==> config.mk <==
export PLATFORM = sky130hd
export DESIGN_NAME = sem_bank
export DESIGN_NICKNAME = d
export VERILOG_FILES = /design/src/rtl/sem_pkg.sv /design/src/rtl/sem_rst_sync.sv /design/src/rtl/sem_port_dec.sv /design/src/rtl/sem_flag.sv /design/src/rtl/sem_rdmux.sv /design/src/rtl/sem_bank.sv
export SDC_FILE = /design/constraint.sdc
export NUM_CORES = 1
export LEC_CHECK = 0
export ABC_AREA = 1
export BUFFER_PORTS_ARGS = -buffer_cell sky130_fd_sc_hd__buf_2
export CAP_MARGIN = 30
export CORE_MARGIN = 3
export CORE_UTILIZATION = 41
export CTS_BUF_LIST = sky130_fd_sc_hd__clkbuf_8
export CTS_CLUSTER_SIZE = 25
export DETAILED_ROUTE_END_ITERATION = 8
export PLACE_DENSITY = 0.59
export SYNTH_ARGS = -nofsm -noshare
export SYNTH_HDL_FRONTEND = slang
export SYNTH_HIERARCHICAL = 1
export SYNTH_SLANG_ARGS = --single-unit
==> constraint.sdc <==
create_clock -name clk -period 1.25 [get_ports clk]
set_input_delay 0.125 -clock clk [delete_from_list [all_inputs] [get_ports clk]]
set_output_delay 0.125 -clock clk [all_outputs]
set_load 0.01 [all_outputs]
==> src/rtl/sem_pkg.sv <==
package sem_pkg;
  typedef enum logic [1:0] {
    OWN_NONE  = 2'd0,
    OWN_LEFT  = 2'd1,
    OWN_RIGHT = 2'd2
  } own_e;
endpackage

==> src/rtl/sem_rst_sync.sv <==
module sem_rst_sync #(
  parameter int STAGES = 2
) (
  input  logic clk,
  input  logic rst_n,
  output logic rst_sync_n
);
  logic [STAGES-1:0] sync_q;

  always_ff @(posedge clk or negedge rst_n) begin
    if (!rst_n) sync_q <= '0;
    else        sync_q <= {sync_q[STAGES-2:0], 1'b1};
  end

  assign rst_sync_n = sync_q[STAGES-1];
endmodule

==> src/rtl/sem_port_dec.sv <==
module sem_port_dec #(
  parameter int NUM_SEM = 8,
  parameter int DATA_W  = 8,
  localparam int AW     = $clog2(NUM_SEM)
) (
  input  logic              ram_ce_n,
  input  logic              sem_n,
  input  logic              we,
  input  logic [AW-1:0]     addr,
  input  logic [DATA_W-1:0] wdata,
  output logic [NUM_SEM-1:0] req,
  output logic [NUM_SEM-1:0] rel
);
  logic wr_ok;
  assign wr_ok = ram_ce_n & ~sem_n & we;

  for (genvar g = 0; g < NUM_SEM; g++) begin : g_dec
    logic hit;
    assign hit    = wr_ok && (addr == AW'(g));
    assign req[g] = hit & ~wdata[0];
    assign rel[g] = hit &  wdata[0];
  end
endmodule

==> src/rtl/sem_flag.sv <==
module sem_flag
  import sem_pkg::*;
(
  input  logic clk,
  input  logic rst_n,
  input  logic req_l,
  input  logic rel_l,
  input  logic req_r,
  input  logic rel_r,
  output logic own_l,
  output logic own_r,
  output logic pend_l,
  output logic pend_r
);
  own_e own_q, own_nx;
  logic pl_q, pl_nx, pr_q, pr_nx;
  logic eff_pl, eff_pr, upd;

  assign upd    = req_l | rel_l | req_r | rel_r;
  assign eff_pl = (pl_q | req_l) & ~rel_l;
  assign eff_pr = (pr_q | req_r) & ~rel_r;

  always_comb begin
    own_nx = own_q;
    pl_nx  = pl_q;
    pr_nx  = pr_q;
    case (own_q)
      OWN_NONE: begin
        pl_nx = 1'b0;
        pr_nx = 1'b0;
        if (req_l) begin
          own_nx = OWN_LEFT;
          pr_nx  = req_r;
        end else if (req_r) begin
          own_nx = OWN_RIGHT;
        end
      end
      OWN_LEFT: begin
        pl_nx = 1'b0;
        if (rel_l) begin
          own_nx = eff_pr ? OWN_RIGHT : OWN_NONE;
          pr_nx  = 1'b0;
        end else begin
          pr_nx = eff_pr;
        end
      end
      OWN_RIGHT: begin
        pr_nx = 1'b0;
        if (rel_r) begin
          own_nx = eff_pl ? OWN_LEFT : OWN_NONE;
          pl_nx  = 1'b0;
        end else begin
          pl_nx = eff_pl;
        end
      end
      default: begin
        own_nx = OWN_NONE;
        pl_nx  = 1'b0;
        pr_nx  = 1'b0;
      end
    endcase
  end

  always_ff @(posedge clk or negedge rst_n) begin
    if (!rst_n) begin
      own_q <= OWN_NONE;
      pl_q  <= 1'b0;
      pr_q  <= 1'b0;
    end else if (upd) begin
      own_q <= own_nx;
      pl_q  <= pl_nx;
      pr_q  <= pr_nx;
    end
  end

  assign own_l  = (own_q == OWN_LEFT);
  assign own_r  = (own_q == OWN_RIGHT);
  assign pend_l = pl_q;
  assign pend_r = pr_q;
endmodule

==> src/rtl/sem_rdmux.sv <==
module sem_rdmux #(
  parameter int NUM_SEM = 8,
  parameter int DATA_W  = 8,
  localparam int AW     = $clog2(NUM_SEM)
) (
  input  logic [NUM_SEM-1:0] own,
  input  logic [AW-1:0]      addr,
  output logic [DATA_W-1:0]  rdata
);
  logic held;
  always_comb begin
    held = 1'b0;
    for (int i = 0; i < NUM_SEM; i++) begin
      if (addr == AW'(i)) held = own[i];
    end
  end
  assign rdata = {DATA_W{~held}};
endmodule

==> src/rtl/sem_bank.sv <==
module sem_bank #(
  parameter int NUM_SEM = 8,
  parameter int DATA_W  = 8,
  localparam int AW     = $clog2(NUM_SEM)
) (
  input  logic              clk,
  input  logic              rst_n,
  input  logic              l_ram_ce_n,
  input  logic              l_sem_n,
  input  logic              l_we,
  input  logic [AW-1:0]     l_addr,
  input  logic [DATA_W-1:0] l_wdata,
  output logic [DATA_W-1:0] l_rdata,
  input  logic              r_ram_ce_n,
  input  logic              r_sem_n,
  input  logic              r_we,
  input  logic [AW-1:0]     r_addr,
  input  logic [DATA_W-1:0] r_wdata,
  output logic [DATA_W-1:0] r_rdata
);
  logic               rst_sync_n;
  logic [NUM_SEM-1:0] req_l_v, rel_l_v, req_r_v, rel_r_v;
  logic [NUM_SEM-1:0] own_l_v, own_r_v, pend_l_v, pend_r_v;

  sem_rst_sync #(.STAGES(2)) u_rst (
    .clk(clk), .rst_n(rst_n), .rst_sync_n(rst_sync_n)
  );

  sem_port_dec #(.NUM_SEM(NUM_SEM), .DATA_W(DATA_W)) u_dec_l (
    .ram_ce_n(l_ram_ce_n), .sem_n(l_sem_n), .we(l_we), .addr(l_addr),
    .wdata(l_wdata), .req(req_l_v), .rel(rel_l_v)
  );

  sem_port_dec #(.NUM_SEM(NUM_SEM), .DATA_W(DATA_W)) u_dec_r (
    .ram_ce_n(r_ram_ce_n), .sem_n(r_sem_n), .we(r_we), .addr(r_addr),
    .wdata(r_wdata), .req(req_r_v), .rel(rel_r_v)
  );

  for (genvar g = 0; g < NUM_SEM; g++) begin : g_flag
    sem_flag u_flag (
      .clk(clk), .rst_n(rst_sync_n),
      .req_l(req_l_v[g]), .rel_l(rel_l_v[g]),
      .req_r(req_r_v[g]), .rel_r(rel_r_v[g]),
      .own_l(own_l_v[g]), .own_r(own_r_v[g]),
      .pend_l(pend_l_v[g]), .pend_r(pend_r_v[g])
    );
  end

  sem_rdmux #(.NUM_SEM(NUM_SEM), .DATA_W(DATA_W)) u_rd_l (
    .own(own_l_v), .addr(l_addr), .rdata(l_rdata)
  );

  sem_rdmux #(.NUM_SEM(NUM_SEM), .DATA_W(DATA_W)) u_rd_r (
    .own(own_r_v), .addr(r_addr), .rdata(r_rdata)
  );
endmodule

* Word level (Yosys, flattened, before mapping)
Cells that the tools add are included.
** Cells by class
- Equality and inequality tests :: 54
- Multiplexer cells :: 112
- Bitwise operators :: 114
- Reductions and logical operators :: 34
** Operators by type and width (count)
- $mux 2 :: 40
- $mux 1 :: 56
- $and 1x1->1 :: 52
- $pmux 2 s3 :: 8
- $or 1x1->1 :: 40
- $ne 2x1->1 const B :: 16
- $reduce_and 4->1 :: 8
- $eq 3x3->1 const B :: 8
- $ne 3x1->1 const B :: 8
- $not 1->1 :: 22
- $eq 2x1->1 const B :: 8
- $eq 2x2->1 const B :: 8
- $logic_and 1x1->1 :: 16
- $logic_not 2->1 :: 8
- $pmux 1 s2 :: 8
- $eq 3x2->1 const B :: 4
- $eq 3x1->1 const B :: 2
- $logic_not 3->1 :: 2
** Storage, ports and cells
- Flip-flop bits (word level) :: 34
- Input port bits :: 30
- Output and inout bits :: 16
- Word-level logic and storage cells :: 339

* Logic depth before layout (Yosys ltp)
Gate-level depths: netlist (run 1).
- Depth after elaboration :: 10
- Depth in mapped cells :: 12
- Depth with buffers taken out :: 12

* Hierarchy
The synthesis (run 1) kept the hierarchy.
** Modules (own cells, without submodules)
- sem_flag :: instances 8, cells an instance 48, area each 281.5 µm², sequential area each 100.1 µm²
- sem_port_dec :: instances 2, cells an instance 42, area each 177.7 µm², sequential area each 0.0 µm²
- sem_rdmux :: instances 2, cells an instance 26, area each 131.4 µm², sequential area each 0.0 µm²
- sem_rst_sync :: instances 1, cells an instance 3, area each 53.8 µm², sequential area each 50.0 µm²

* Least setup slack after synthesis (run 1)
Ideal clock, no wire load.
- Path kind :: register -> output
- Start :: reg g_flag[6].u_flag.own_q[0]
- End :: out l_rdata[1]
- Arrival time :: 1.096 ns
- Data required time :: 1.125 ns
- Setup slack :: 0.029 ns
- Stages on the path, launching flop included :: 9
- Buffers on the path :: 1
- Cell sequence :: dfrtp_1 -> inv_1 -> nor2_1 -> nand2_1 -> nand3_1 -> nand3_1 -> nand2_1 -> inv_1 -> buf_4
** Between the ends
- Longest elaborated chain between the ends :: 4
** Ends and longest elaborated chain
- from (decl) :: RTL line sem_flag.sv:15 : own_e own_q, own_nx;
- from (signal assigned) :: RTL line sem_flag.sv:70 : own_q <= own_nx;
- $eq 2x1->1 :: RTL line sem_flag.sv:76 : assign own_l = (own_q == OWN_LEFT);
- named net own_l_v[6] :: RTL line sem_bank.sv:23 : logic [NUM_SEM-1:0] own_l_v, own_r_v, pend_l_v, pend_r_v;
- $mux 1 (2 in series) :: RTL line sem_rdmux.sv:14 : if (addr == AW'(i)) held = own[i];
- $not 1->1 :: RTL line sem_rdmux.sv:17 : assign rdata = {DATA_W{~held}};
- to (decl) :: RTL line sem_bank.sv:13 : output logic [DATA_W-1:0] l_rdata,
The timed path passes the listed nets, and every way through them passes these cells.

* Worst setup path in the final report (run 1)
- Start :: reg g_flag[2].u_flag.own_q[0]
- End :: out r_rdata[4]
** Between the ends
- Longest elaborated chain between the ends :: 8
** Ends and longest elaborated chain
- from (decl) :: RTL line sem_flag.sv:15
- from (signal assigned) :: RTL line sem_flag.sv:70
- $eq 2x2->1 :: RTL line sem_flag.sv:77 : assign own_r = (own_q == OWN_RIGHT);
- named net own_r_v[2] :: RTL line sem_bank.sv:23
- $mux 1 (6 in series) :: RTL line sem_rdmux.sv:14
- $not 1->1 :: RTL line sem_rdmux.sv:17
- to (decl) :: RTL line sem_bank.sv:19 : output logic [DATA_W-1:0] r_rdata
The timed path passes the listed nets, and every way through them passes these cells.

==> tab_implementation.tex, run 1 <==
\begin{tabular}{lr}
\hline
Metric & Value \\
\hline
\multicolumn{2}{l}{\textbf{Synthesis}} \\
YS warnings & 6 \\
Fraction of the yosys area taken by sequential cells & 0.291 \\
Post-synthesis cell area & 0.00292 mm\^{}2 \\
Post-synthesis instance total & 523 \\
Number of synthesized register bits & 34 \\
Most area-hungry cell type in the Yosys netlist & sky130\_fd\_sc\_hd\_\_dfrtp\_1 \\
Top area cells in the synthesized netlist & sky130\_fd\_sc\_hd\_\_dfrtp\_1 29\%, sky130\_fd\_sc\_hd\_\_nand2\_1 24\%, sky130\_fd\_sc\_hd\_\_nor2\_1 12\%, sky130\_fd\_sc\_hd\_\_nand3\_1 11\%, sky130\_fd\_sc\_hd\_\_inv\_1 8.7\% \\
Unique masters post-synth & 14 \\
Synth top area share & 0.291 \\
Most instantiated flip-flop cell in the synthesis netlist & sky130\_fd\_sc\_hd\_\_dfrtp\_1 \\
EDFF count, synth & 0 \\
Most frequent cells after synthesis & 190 x sky130\_fd\_sc\_hd\_\_nand2\_1, 92 x sky130\_fd\_sc\_hd\_\_nor2\_1, 68 x sky130\_fd\_sc\_hd\_\_inv\_1 \\
Post-synthesis async set-or-reset flop share & 1.00 \\
Mean Syn Cell Area & 5.59 um\^{}2 \\
Number of nets in the synthesized netlist & 553 \\
Count leader, synth & sky130\_fd\_sc\_hd\_\_nand2\_1 \\
\multicolumn{2}{l}{\textbf{Worst setup path}} \\
Crit Path Max Fanout & 8 \\
Nature of the critical path endpoint & output pin \\
Category of the worst setup path launch point & flip-flop \\
Required time at the endpoint of the critical path & 1120 ps \\
Reg2reg path depth & 9 \\
Arrival time at the worst endpoint & 1470 ps \\
Worst setup path class & flip-flop to output pin \\
\multicolumn{2}{l}{\textbf{Timing}} \\
Endpoints failing hold & 0 \\
Fin Clk Skew & 4.73 ps \\
Crit path setup slack, layout & -346 ps \\
Number of max-slew violations in the final report & 0 \\
Final setup violating endpoints & 19 \\
Total Neg Setup Slack & -5550 ps \\
Min cycle time layout & 1600 ps \\
Peak Freq & 627 MHz \\
Worst Hold Margin & 144 ps \\
Setup repair after global routing missed its margin & true \\
Period utilization & 1.28 \\
\multicolumn{2}{l}{\textbf{Final layout}} \\
Share of final-layout standard cells stronger than drive strength 1 & 0.364 \\
Net count of the finished layout & 678 \\
Synth-to-layout area growth & 50.5\% \\
Utilization of the core after routing & 0.641 \\
Cell area after layout & 0.00440 mm\^{}2 \\
Antenna diode instance count & 0 \\
\multicolumn{2}{l}{\textbf{GRT}} \\
Wire length of the first global-routing pass & 14.2 mm \\
Antenna violations before repair & 0 \\
Combined global-route utilization of all metal layers & 0.209 \\
Maximum number of pins on one net before global-route repair & 33 \\
Overflow left after global routing & 0 \\
Vias in the first global route & 3358 \\
\multicolumn{2}{l}{\textbf{Detailed routing}} \\
Via-to-Cell Ratio & 4.77 \\
Count of routing violations after the opening detailed-route iteration & 147 \\
Pre-Repair DR Iteration Count & 4 \\
Met1 wire length & 3.70 mm \\
Met2 layer wire length in the routed design & 4.20 mm \\
Vias & 3546 \\
Number of nets with antenna violations after detailed routing & 0 \\
Met3 wire length & 358 um \\
Highest metal layer used by the detailed router & met4 \\
Average routed wire per standard cell & 11.2 um \\
Number of DRC violations after detailed routing & 0 \\
Total detailed-routing wirelength & 8.34 mm \\
\multicolumn{2}{l}{\textbf{Die}} \\
Die area & 0.00818 mm\^{}2 \\
Chip Height & 90.5 um \\
Effective utilization at floorplan & 0.426 \\
Horizontal extent of the die & 90.5 um \\
\# IOs & 46 \\
Floorplan core area & 0.00687 mm\^{}2 \\
Placement row count & 30 \\
\multicolumn{2}{l}{\textbf{Place}} \\
RePlAce Congestion & 0.869 \\
Placed wire-length estimate after detailed placement & 6.19 mm \\
Cell area reported after detailed placement & 0.00375 mm\^{}2 \\
PortBufs & 31 \\
\multicolumn{2}{l}{\textbf{Hold path}} \\
Path category of the worst min-delay check & primary input to async pin \\
\multicolumn{2}{l}{\textbf{Pwr}} \\
Sequential share of power & 0.423 \\
Power share of the combinational group & 0.303 \\
Power per cell area & 661 mW/mm\^{}2 \\
Clk network pwr share & 0.273 \\
Cell internal power dissipation & 1.96 mW \\
Worst-case vdd ir drop & 0.000368 V \\
Switching part of the total power & 0.326 \\
Psw & 0.948 mW \\
Leakage & 2.27 nW \\
\multicolumn{2}{l}{\textbf{CTS}} \\
TritonCTS clock tree & yes \\
Register clock-pin slew on the reported worst setup and hold paths & 70 ps \\
Clock tree sinks & 34 \\
Cell at the root of the clock tree & sky130\_fd\_sc\_hd\_\_clkbuf\_8 \\
Clk buf depth & 2 \\
H-Tree Level Count & 2 \\
Skew-Pair Late Insertion Delay & 290 ps \\
Number of buffers created by CTS & 5 \\
\multicolumn{2}{l}{\textbf{Outcome}} \\
Outcome & finished, violations left \\
Violations in the final reports & negative setup slack \\
\multicolumn{2}{l}{\textbf{Run}} \\
Maximum Capacitance Violations & 0 \\
\hline
\end{tabular}
-- stage by stage --
| stage | power [mW] | cells | setup WS, ps |
|---|---|---|---|
| after floorplan | 1.69 | 523 | 29.0 |
| after global placement | 1.93 | 722 | -178 |
| after detailed placement | 1.94 | 722 | -182 |
| after CTS | 2.87 | 744 | -307 |
| after global routing | 3.08 | 744 | -413 |
| final | 2.91 | 744 | -346 |
-- logic make-up (layout without fill, tap and decap cells) --
kind of cell           after synthesis  count (layout)  synth area share
and+or+nand+nor                    366             366             0.513
buffers and inverters               90             215             0.136
DFF                                 34              34             0.291
AOI/OAI and AO/OA                   32              32            0.0582
other                                1               1           0.00128
-- state kept, by name, indices dropped and copies added (netlist names) --
| register | count |
|---|---|
| g_flag.u_flag/own_q | 16 |
| u_rst/sync_q | 2 |
| g_flag.u_flag/pend_l | 8 |
| g_flag.u_flag/pend_r | 8 |
-- layer usage --
metal | global-route usage | up-vias
li1 | - | 1857
met1 | 0.255 | 1629
met2 | 0.378 | 56
met3 | 0.0317 | 4
met4 | 0.0625 | 0
met5 | 0 | -
-- power groups by stage --
stage                     sequential (mW)  combinational [mW]  clock (mW)
final                                1.23               0.883       0.795
after global routing                 1.24               0.981       0.862
after CTS                            1.23               0.819       0.820
after detailed placement             1.25               0.697           0
after global placement               1.24               0.687           0
after floorplan                      1.25               0.434           0
-- repair_timing --
item | in CTS | in global routing
pin swaps | 13 | 20
endpoints found under the hold margin | 2 | 0
gates cloned | 0 | 0
resized for setup | 60 | 73
hold buffers | 1 | 0
setup buffers | 15 | 8
setup endpoints to repair | 16 | 40
-- worst max-delay path, cell delays in order (launching register included) --
cell and delay, ps:
sky130_fd_sc_hd__dfrtp_1 420, sky130_fd_sc_hd__buf_4 160, sky130_fd_sc_hd__nor2_4 100, sky130_fd_sc_hd__nand2_1 60, sky130_fd_sc_hd__nand3_1 60, sky130_fd_sc_hd__nand3_1 90, sky130_fd_sc_hd__nand2_2 110, sky130_fd_sc_hd__inv_6 60
sky130_fd_sc_hd__buf_6 120
-- area by class of cell --
class | instances | area (um^2)
multi-input combinational | 399 | 1980
inverter | 74 | 288
timing repair buffer | 134 | 1080
clock inverter | 2 | 7.51
sequential | 34 | 858
tap | 96 | 120
clock buffer | 5 | 68.8
fill | 677 | 2470
-- cell usage in the layout, fill, tap and decap left out, drive strengths merged --
cell and n:
dfrtp 34, nor3 8, clkbuf 5, nor2 102, buf 133, o21ai 24, o22ai 8, dlygate4sd3 1
nand2 190, nand3 66, inv 76, conb 1
-- path summary, 6_finish.rpt --
path / from / end / slack, ps
min in group clk: u_rst/sync_q[0] / u_rst/sync_q[1] / 350
max: g_flag[2].u_flag/own_q[0] / r_rdata[4] / -350
min: rst_n / u_rst/sync_q[0] / 140
min reg2reg: u_rst/sync_q[1] / g_flag[6].u_flag/own_q[0] / 230
max in group asynchronous: u_rst/sync_q[1] / g_flag[3].u_flag/own_q[1] / 820
max reg2reg: g_flag[2].u_flag/own_q[1] / g_flag[2].u_flag/own_q[0] / -100
Note: power is estimated with default switching activity, not from simulation.
==> inputs of run 2 (changes only) <==
CORE_UTILIZATION = 51   (was 41)
PLACE_DENSITY = 0.71   (was 0.59)
==> tab_implementation.tex, run 2 (same netlist as run 1, synthesis figures left out) <==
\begin{tabular}{lr}
\hline
Metric & Value \\
\hline
\multicolumn{2}{l}{\textbf{Outcome}} \\
Outcome & finished, violations left \\
Violations in the final reports & negative setup slack \\
\multicolumn{2}{l}{\textbf{Final layout}} \\
Cell area after layout & 0.00410 mm\^{}2 (-6.8\%) \\
Most common cell after layout, fill and taps aside & sky130\_fd\_sc\_hd\_\_nand2\_1 \\
Antenna diode instance count & 0 (unchanged) \\
Share of final-layout standard cells stronger than drive strength 1 & 0.321 (-0.0434) \\
Non-Filler Instances & 709 (-4.7\%) \\
Synth-to-layout area growth & 40.3\% \\
Number of flip-flops in the largest register & 16 (unchanged) \\
Commonest cells after routing, fill and taps aside & 184 x sky130\_fd\_sc\_hd\_\_nand2\_1, 88 x sky130\_fd\_sc\_hd\_\_buf\_4, 63 x sky130\_fd\_sc\_hd\_\_nor2\_1, 63 x sky130\_fd\_sc\_hd\_\_nand3\_1, 58 x sky130\_fd\_sc\_hd\_\_inv\_1 \\
Net count of the finished layout & 668 (-1.5\%) \\
Register ranked first by flip-flop count & g\_flag.u\_flag/own\_q \\
\multicolumn{2}{l}{\textbf{Die}} \\
Chip Height & 81.7 um (-9.7\%) \\
Horizontal extent of the die & 81.7 um (-9.7\%) \\
Floorplan core area & 0.00534 mm\^{}2 (-22\%) \\
Die area & 0.00668 mm\^{}2 (-18\%) \\
Effective utilization at floorplan & 0.548 (+0.122) \\
\# IOs & 46 (unchanged) \\
Placement row count & 26 (-13\%) \\
\multicolumn{2}{l}{\textbf{Timing}} \\
Final setup violating endpoints & 18 (-1) \\
Endpoints failing hold & 0 (unchanged) \\
Min cycle time layout & 1580 ps (-17.8 ps) \\
Setup repair after global routing missed its margin & true \\
Fin Clk Skew & 5.23 ps (+0.496 ps) \\
Peak Freq & 634 MHz (+1.1\%) \\
Number of max-slew violations in the final report & 0 (unchanged) \\
Period utilization & 1.26 (-0.0143) \\
Crit path setup slack, layout & -328 ps (+17.8 ps) \\
\multicolumn{2}{l}{\textbf{Worst setup path}} \\
Master of the slowest instance on the critical path & sky130\_fd\_sc\_hd\_\_dfrtp\_1 \\
Required time at the endpoint of the critical path & 1120 ps (about the same) \\
Critical R2R Capture & g\_flag[3].u\_flag/own\_q[1] \\
Cell Chain, Critical Path & inv\_2 > nor2\_2 > nand2\_1 > nand3\_1 > nand3\_1 > nand2\_2 > inv\_2 > buf\_2 \\
Reg2reg path depth & 8 (-1) \\
Worst setup path class & flip-flop to output pin \\
Crit Path Max Fanout & 8 (unchanged) \\
CP peak stage delay & 430 ps (about the same) \\
Arrival time at the worst endpoint & 1450 ps (-20 ps) \\
Nature of the critical path endpoint & output pin \\
Category of the worst setup path launch point & flip-flop \\
Crit Reg-Reg Startpoint & g\_flag[3].u\_flag/own\_q[0] \\
Worst-case register-to-register setup slack & -30 ps (+70 ps) \\
\multicolumn{2}{l}{\textbf{Pwr}} \\
Psw & 0.898 mW (-5.2\%) \\
Sequential share of power & 0.427 (+0.004) \\
Cell internal power dissipation & 1.98 mW (+1.2\%) \\
Leakage & 2.17 nW (-4.4\%) \\
Clk network pwr share & 0.289 (+0.016) \\
Power per cell area & 703 mW/mm\^{}2 (+6.3\%) \\
Power share of the combinational group & 0.284 (-0.019) \\
Switching part of the total power & 0.312 (-0.0143) \\
Worst-case vdd ir drop & 0.000525 V (+43\%) \\
\multicolumn{2}{l}{\textbf{Hold path}} \\
Path category of the worst min-delay check & primary input to async pin \\
\multicolumn{2}{l}{\textbf{CTS}} \\
Number of buffers created by CTS & 5 (unchanged) \\
Cell at the root of the clock tree & sky130\_fd\_sc\_hd\_\_clkbuf\_8 \\
H-Tree Level Count & 2 (unchanged) \\
Clk buf depth & 2 (unchanged) \\
Register clock-pin slew on the reported worst setup and hold paths & 70 ps (about the same) \\
Skew-Pair Late Insertion Delay & 280 ps (about the same) \\
TritonCTS clock tree & yes \\
Clock tree sinks & 34 (unchanged) \\
\multicolumn{2}{l}{\textbf{Detailed routing}} \\
Average routed wire per standard cell & 11.5 um (+2.3\%) \\
Count of routing violations after the opening detailed-route iteration & 179 (+22\%) \\
Vias & 3537 (-0.25\%) \\
Number of nets with antenna violations after detailed routing & 0 (unchanged) \\
Number of DRC violations after detailed routing & 0 (unchanged) \\
Total detailed-routing wirelength & 8.13 mm (-2.5\%) \\
Pre-Repair DR Iteration Count & 5 (+1) \\
Via-to-Cell Ratio & 4.99 (+4.7\%) \\
\multicolumn{2}{l}{\textbf{Place}} \\
Cell area reported after detailed placement & 0.00368 mm\^{}2 (-1.9\%) \\
Placed wire-length estimate after detailed placement & 6.26 mm (+1.1\%) \\
Cells after DPL & 691 (-4.3\%) \\
PortBufs & 31 (unchanged) \\
RePlAce Congestion & 0.880 (+1.3\%) \\
\multicolumn{2}{l}{\textbf{GRT}} \\
Global Route met2 Usage & 0.452 (+0.0732) \\
Met3 routing resource usage after global routing & 0.0417 (+0.0100) \\
Combined global-route utilization of all metal layers & 0.262 (+0.0533) \\
Met1 Resource Use GR & 0.339 (+0.0846) \\
Maximum number of pins on one net before global-route repair & 33 (unchanged) \\
Most crowded layer after global routing & met2 \\
Vias in the first global route & 3352 (-0.18\%) \\
Antenna violations before repair & 0 (unchanged) \\
Wire length of the first global-routing pass & 13.9 mm (-2.2\%) \\
Overflow left after global routing & 0 (unchanged) \\
\multicolumn{2}{l}{\textbf{Run}} \\
Maximum Capacitance Violations & 0 (unchanged) \\
\hline
\end{tabular}
-- run 2: metrics by stage --
stage	setup TNS (ps)	utilization	setup WS, ps	hold WS [ps]	power, mW
final	-4990	0.769	-328	152	2.88
after floorplan	0	-	29.0	-171	1.69
after CTS	-4810	0.727	-301	150	2.82
after global placement	-3520	0.690	-155	-90.7	1.93
after detailed placement	-5280	0.690	-205	-87.2	1.95
after global routing	-7190	0.769	-396	154	3.07
-- run 2: worst max-delay path, delay by kind of cell (launching register included) --
| kind | cells | cell delay [ps] |
|---|---|---|
| buffers and inverters | 3 | 260 |
| AND/OR/NAND/NOR | 5 | 480 |
| flip-flops | 1 | 430 |
-- run 2: worst max-delay path by stage --
| stage | start | to | slack, ps | cells after the start |
|---|---|---|---|---|
| finish | g_flag[5].u_flag/own_q[0] | l_rdata[3] | -330 | 8 |
| global route | g_flag[6].u_flag/own_q[0] | l_rdata[7] | -400 | 8 |
| CTS | g_flag[4].u_flag/own_q[0] | l_rdata[2] | -300 | 8 |
| detailed placement | r_sem_n | g_flag[4].u_flag/own_q[0] | -200 | 11 |
| global placement | l_addr[1] | g_flag[0].u_flag/own_q[0] | -160 | 11 |
| floorplan | g_flag[6].u_flag/own_q[0] | l_rdata[1] | 30 | 8 |
-- run 2: layout make-up --
class / instances / area (um^2)
timing repair buffer: 124 / 911
clock buffer: 6 / 82.6
inverter: 74 / 280
multi-input combinational: 399 / 1880
sequential: 34 / 857
fill: 435 / 1230
clock inverter: 2 / 8.76
tap: 70 / 87.6
-- run 2: timing repair --
item                                   in CTS  in global routing
endpoints found under the hold margin       2                  0
pin swaps                                   3                 16
setup endpoints to repair                  16                 41
buffers inserted                            5                  7
hold buffers                                1                  0
gates resized for setup                    25                 57
-- run 2: power groups by stage --
| stage | combinational (mW) | sequential (mW) | clock (mW) |
|---|---|---|---|
| finish | 0.820 | 1.23 | 0.832 |
| global route | 0.922 | 1.24 | 0.911 |
| CTS | 0.731 | 1.23 | 0.863 |
| detailed placement | 0.705 | 1.24 | 0 |
| global placement | 0.686 | 1.24 | 0 |
| floorplan | 0.434 | 1.25 | 0 |
-- run 2: per-layer routing --
layer	share of wire	routed length [um]	vias up
li1	-	-	1843
met5	0	0	-
met3	0.061	498	11
met4	0.013	107	0
met2	0.49	3950	118
met1	0.44	3580	1565
==> inputs of run 3 (changes only) <==
CTS_BUF_LIST = sky130_fd_sc_hd__clkbuf_4   (was sky130_fd_sc_hd__clkbuf_8)
PLACE_DENSITY = 0.73   (was 0.71)
==> tab_implementation.tex, run 3 (same netlist as run 1, synthesis figures left out) <==
\begin{tabular}{lr}
\hline
Metric & Value \\
\hline
\multicolumn{2}{l}{\textbf{Outcome}} \\
Violations in the final reports & negative setup slack \\
Outcome & finished, violations left \\
\multicolumn{2}{l}{\textbf{GRT}} \\
Combined global-route utilization of all metal layers & 0.256 (-0.00638) \\
Maximum number of pins on one net before global-route repair & 33 (unchanged) \\
Overflow left after global routing & 0 (unchanged) \\
Antenna violations before repair & 0 (unchanged) \\
Wire length of the first global-routing pass & 13.5 mm (-2.7\%) \\
Vias in the first global route & 3214 (-4.1\%) \\
\multicolumn{2}{l}{\textbf{Timing}} \\
Total Neg Setup Slack & -7230 ps (-2240 ps) \\
Crit path setup slack, layout & -440 ps (-111 ps) \\
Number of max-slew violations in the final report & 0 (unchanged) \\
Worst Hold Margin & 105 ps (-46.8 ps) \\
Final setup violating endpoints & 19 (+1) \\
Endpoints failing hold & 0 (unchanged) \\
Setup repair after global routing missed its margin & true \\
Period utilization & 1.35 (+0.0891) \\
Fin Clk Skew & 9.03 ps (+3.81 ps) \\
Peak Freq & 592 MHz (-6.6\%) \\
Min cycle time layout & 1690 ps (+111 ps) \\
\multicolumn{2}{l}{\textbf{Place}} \\
PortBufs & 31 (unchanged) \\
Cell area reported after detailed placement & 0.00368 mm\^{}2 (-0.14\%) \\
Placed wire-length estimate after detailed placement & 6.16 mm (-1.7\%) \\
RePlAce Congestion & 0.934 (+6.0\%) \\
Cells after DPL & 692 (+0.14\%) \\
\multicolumn{2}{l}{\textbf{Die}} \\
Floorplan core area & 0.00534 mm\^{}2 (unchanged) \\
Chip Height & 81.7 um (unchanged) \\
Die area & 0.00668 mm\^{}2 (unchanged) \\
Horizontal extent of the die & 81.7 um (unchanged) \\
\# IOs & 46 (unchanged) \\
Effective utilization at floorplan & 0.548 (unchanged) \\
Placement row count & 26 (unchanged) \\
\multicolumn{2}{l}{\textbf{Detailed routing}} \\
Number of DRC violations after detailed routing & 0 (unchanged) \\
Number of nets with antenna violations after detailed routing & 0 (unchanged) \\
Highest metal layer used by the detailed router & met4 \\
Met2 layer wire length in the routed design & 3.79 mm (-4.0\%) \\
Count of routing violations after the opening detailed-route iteration & 260 (+45\%) \\
Pre-Repair DR Iteration Count & 6 (+1) \\
Met1 wire length & 3.81 mm (+6.6\%) \\
Met3 wire length & 441 um (-11\%) \\
Via-to-Cell Ratio & 5.00 (+0.31\%) \\
Average routed wire per standard cell & 11.4 um (-0.49\%) \\
Vias & 3573 (+1.0\%) \\
Total detailed-routing wirelength & 8.15 mm (+0.21\%) \\
\multicolumn{2}{l}{\textbf{Final layout}} \\
\# fillers & 463 (+6.4\%) \\
Cell area after layout & 0.00401 mm\^{}2 (-2.3\%) \\
Share of final-layout standard cells stronger than drive strength 1 & 0.301 (-0.0196) \\
Antenna diode instance count & 0 (unchanged) \\
Utilization of the core after routing & 0.751 (-0.0181) \\
Commonest cells after routing, fill and taps aside & 186 x sky130\_fd\_sc\_hd\_\_nand2\_1, 94 x sky130\_fd\_sc\_hd\_\_buf\_4, 70 x sky130\_fd\_sc\_hd\_\_nor2\_1 \\
Net count of the finished layout & 673 (+0.75\%) \\
Number of flip-flops in the largest register & 16 (unchanged) \\
Most common cell after layout, fill and taps aside & sky130\_fd\_sc\_hd\_\_nand2\_1 \\
Register ranked first by flip-flop count & g\_flag.u\_flag/own\_q \\
Non-Filler Instances & 714 (+0.71\%) \\
Synth-to-layout area growth & 37.0\% \\
\multicolumn{2}{l}{\textbf{Worst setup path}} \\
Crit Path Max Fanout & 8 (unchanged) \\
Worst setup path class & flip-flop to output pin \\
Required time at the endpoint of the critical path & 1120 ps (about the same) \\
Nature of the critical path endpoint & output pin \\
Worst-case register-to-register setup slack & -210 ps (-180 ps) \\
Category of the worst setup path launch point & flip-flop \\
Crit Reg-Reg Startpoint & g\_flag[1].u\_flag/own\_q[1] \\
Crit. Startpoint & g\_flag[1].u\_flag/own\_q[1] \\
Arrival time at the worst endpoint & 1560 ps (+110 ps) \\
Reg2reg path depth & 8 (unchanged) \\
Critical R2R Capture & g\_flag[1].u\_flag/pend\_r \\
\multicolumn{2}{l}{\textbf{Run}} \\
Maximum Capacitance Violations & 0 (unchanged) \\
\multicolumn{2}{l}{\textbf{CTS}} \\
Clk buf depth & 2 (unchanged) \\
Cell at the root of the clock tree & sky130\_fd\_sc\_hd\_\_clkbuf\_4 \\
TritonCTS clock tree & yes \\
Register clock-pin slew on the reported worst setup and hold paths & 110 ps (+40 ps) \\
Clock tree sinks & 34 (unchanged) \\
H-Tree Level Count & 2 (unchanged) \\
Number of buffers created by CTS & 5 (unchanged) \\
Skew-Pair Late Insertion Delay & 350 ps (+70 ps) \\
\multicolumn{2}{l}{\textbf{Pwr}} \\
Power per cell area & 664 mW/mm\^{}2 (-5.5\%) \\
Worst-case vdd ir drop & 0.000484 V (-7.8\%) \\
Leakage & 2.16 nW (-0.31\%) \\
\multicolumn{2}{l}{\textbf{Hold path}} \\
Path category of the worst min-delay check & primary input to async pin \\
\hline
\end{tabular}
-- run 3: cell types whose count changed in the layout (fill, tap and decap cells not counted), sizes merged --
cell / before / now
inv: 75 / 74
clkinv: 1 / 2
buf: 123 / 128
-- run 3: through the flow --
| stage | total power [mW] | setup WS, ps |
|---|---|---|
| floorplan | 1.69 | 29.0 |
| global placement | 1.93 | -177 |
| detailed placement | 1.95 | -276 |
| CTS | 2.61 | -418 |
| global route | 2.84 | -481 |
| finish | 2.66 | -440 |
-- run 3: how the worst max path moves through the flow --
| stage | end | slack [ps] | depth (start not counted) |
|---|---|---|---|
| 2_1_floorplan | l_rdata[1] | 30 | 8 |
| 3_3_place_gp | g_flag[4].u_flag/own_q[0] | -180 | 10 |
| 3_5_place_dp | g_flag[4].u_flag/own_q[1] | -280 | 10 |
| 4_1_cts | l_rdata[6] | -420 | 8 |
| 5_1_grt | r_rdata[0] | -480 | 8 |
| 6_report | l_rdata[6] | -440 | 8 |
-- run 3: final cells by class --
type / count / area [um^2] / share of cell area
multi-input cells: 399 / 1810 / 0.451
clock inverters: 2 / 8.76 / 0.00219
clock buffers: 6 / 45.0 / 0.0112
well taps: 70 / 87.6 / 0.0219
repair buffers: 129 / 923 / 0.230
inverters: 74 / 280 / 0.0700
flip-flops and latches: 34 / 856 / 0.214
-- run 3: power breakdown --
| part | internal [mW] | switching (mW) |
|---|---|---|
| combinational | 0.356 | 0.444 |
| sequential | 1.19 | 0.0414 |
| clock | 0.233 | 0.400 |
-- run 3: critical path: stages, from the launching register on --
cell and delay [ps]:
sky130_fd_sc_hd__dfrtp_1 420, sky130_fd_sc_hd__buf_4 150, sky130_fd_sc_hd__nor2_4 90, sky130_fd_sc_hd__nand2_1 80
sky130_fd_sc_hd__nand3_1 80, sky130_fd_sc_hd__nand3_1 80, sky130_fd_sc_hd__nand2_1 100, sky130_fd_sc_hd__inv_2 70
sky130_fd_sc_hd__buf_2 140
-- run 3: routing by layer --
metal,vias to the layer above,track usage
li1,1855,-
met1,1585,0.333
met2,122,0.442
met3,11,0.0428
met4,0,0.0598
met5,-,0
-- run 3: repair_timing --
item / CTS / global route
pin swaps: 2 / 14
hold endpoints to repair: 2 / 0
endpoints found under the setup margin: 16 / 41
hold buffers: 1 / 0
gates resized for setup: 13 / 45
setup buffers: 5 / 10
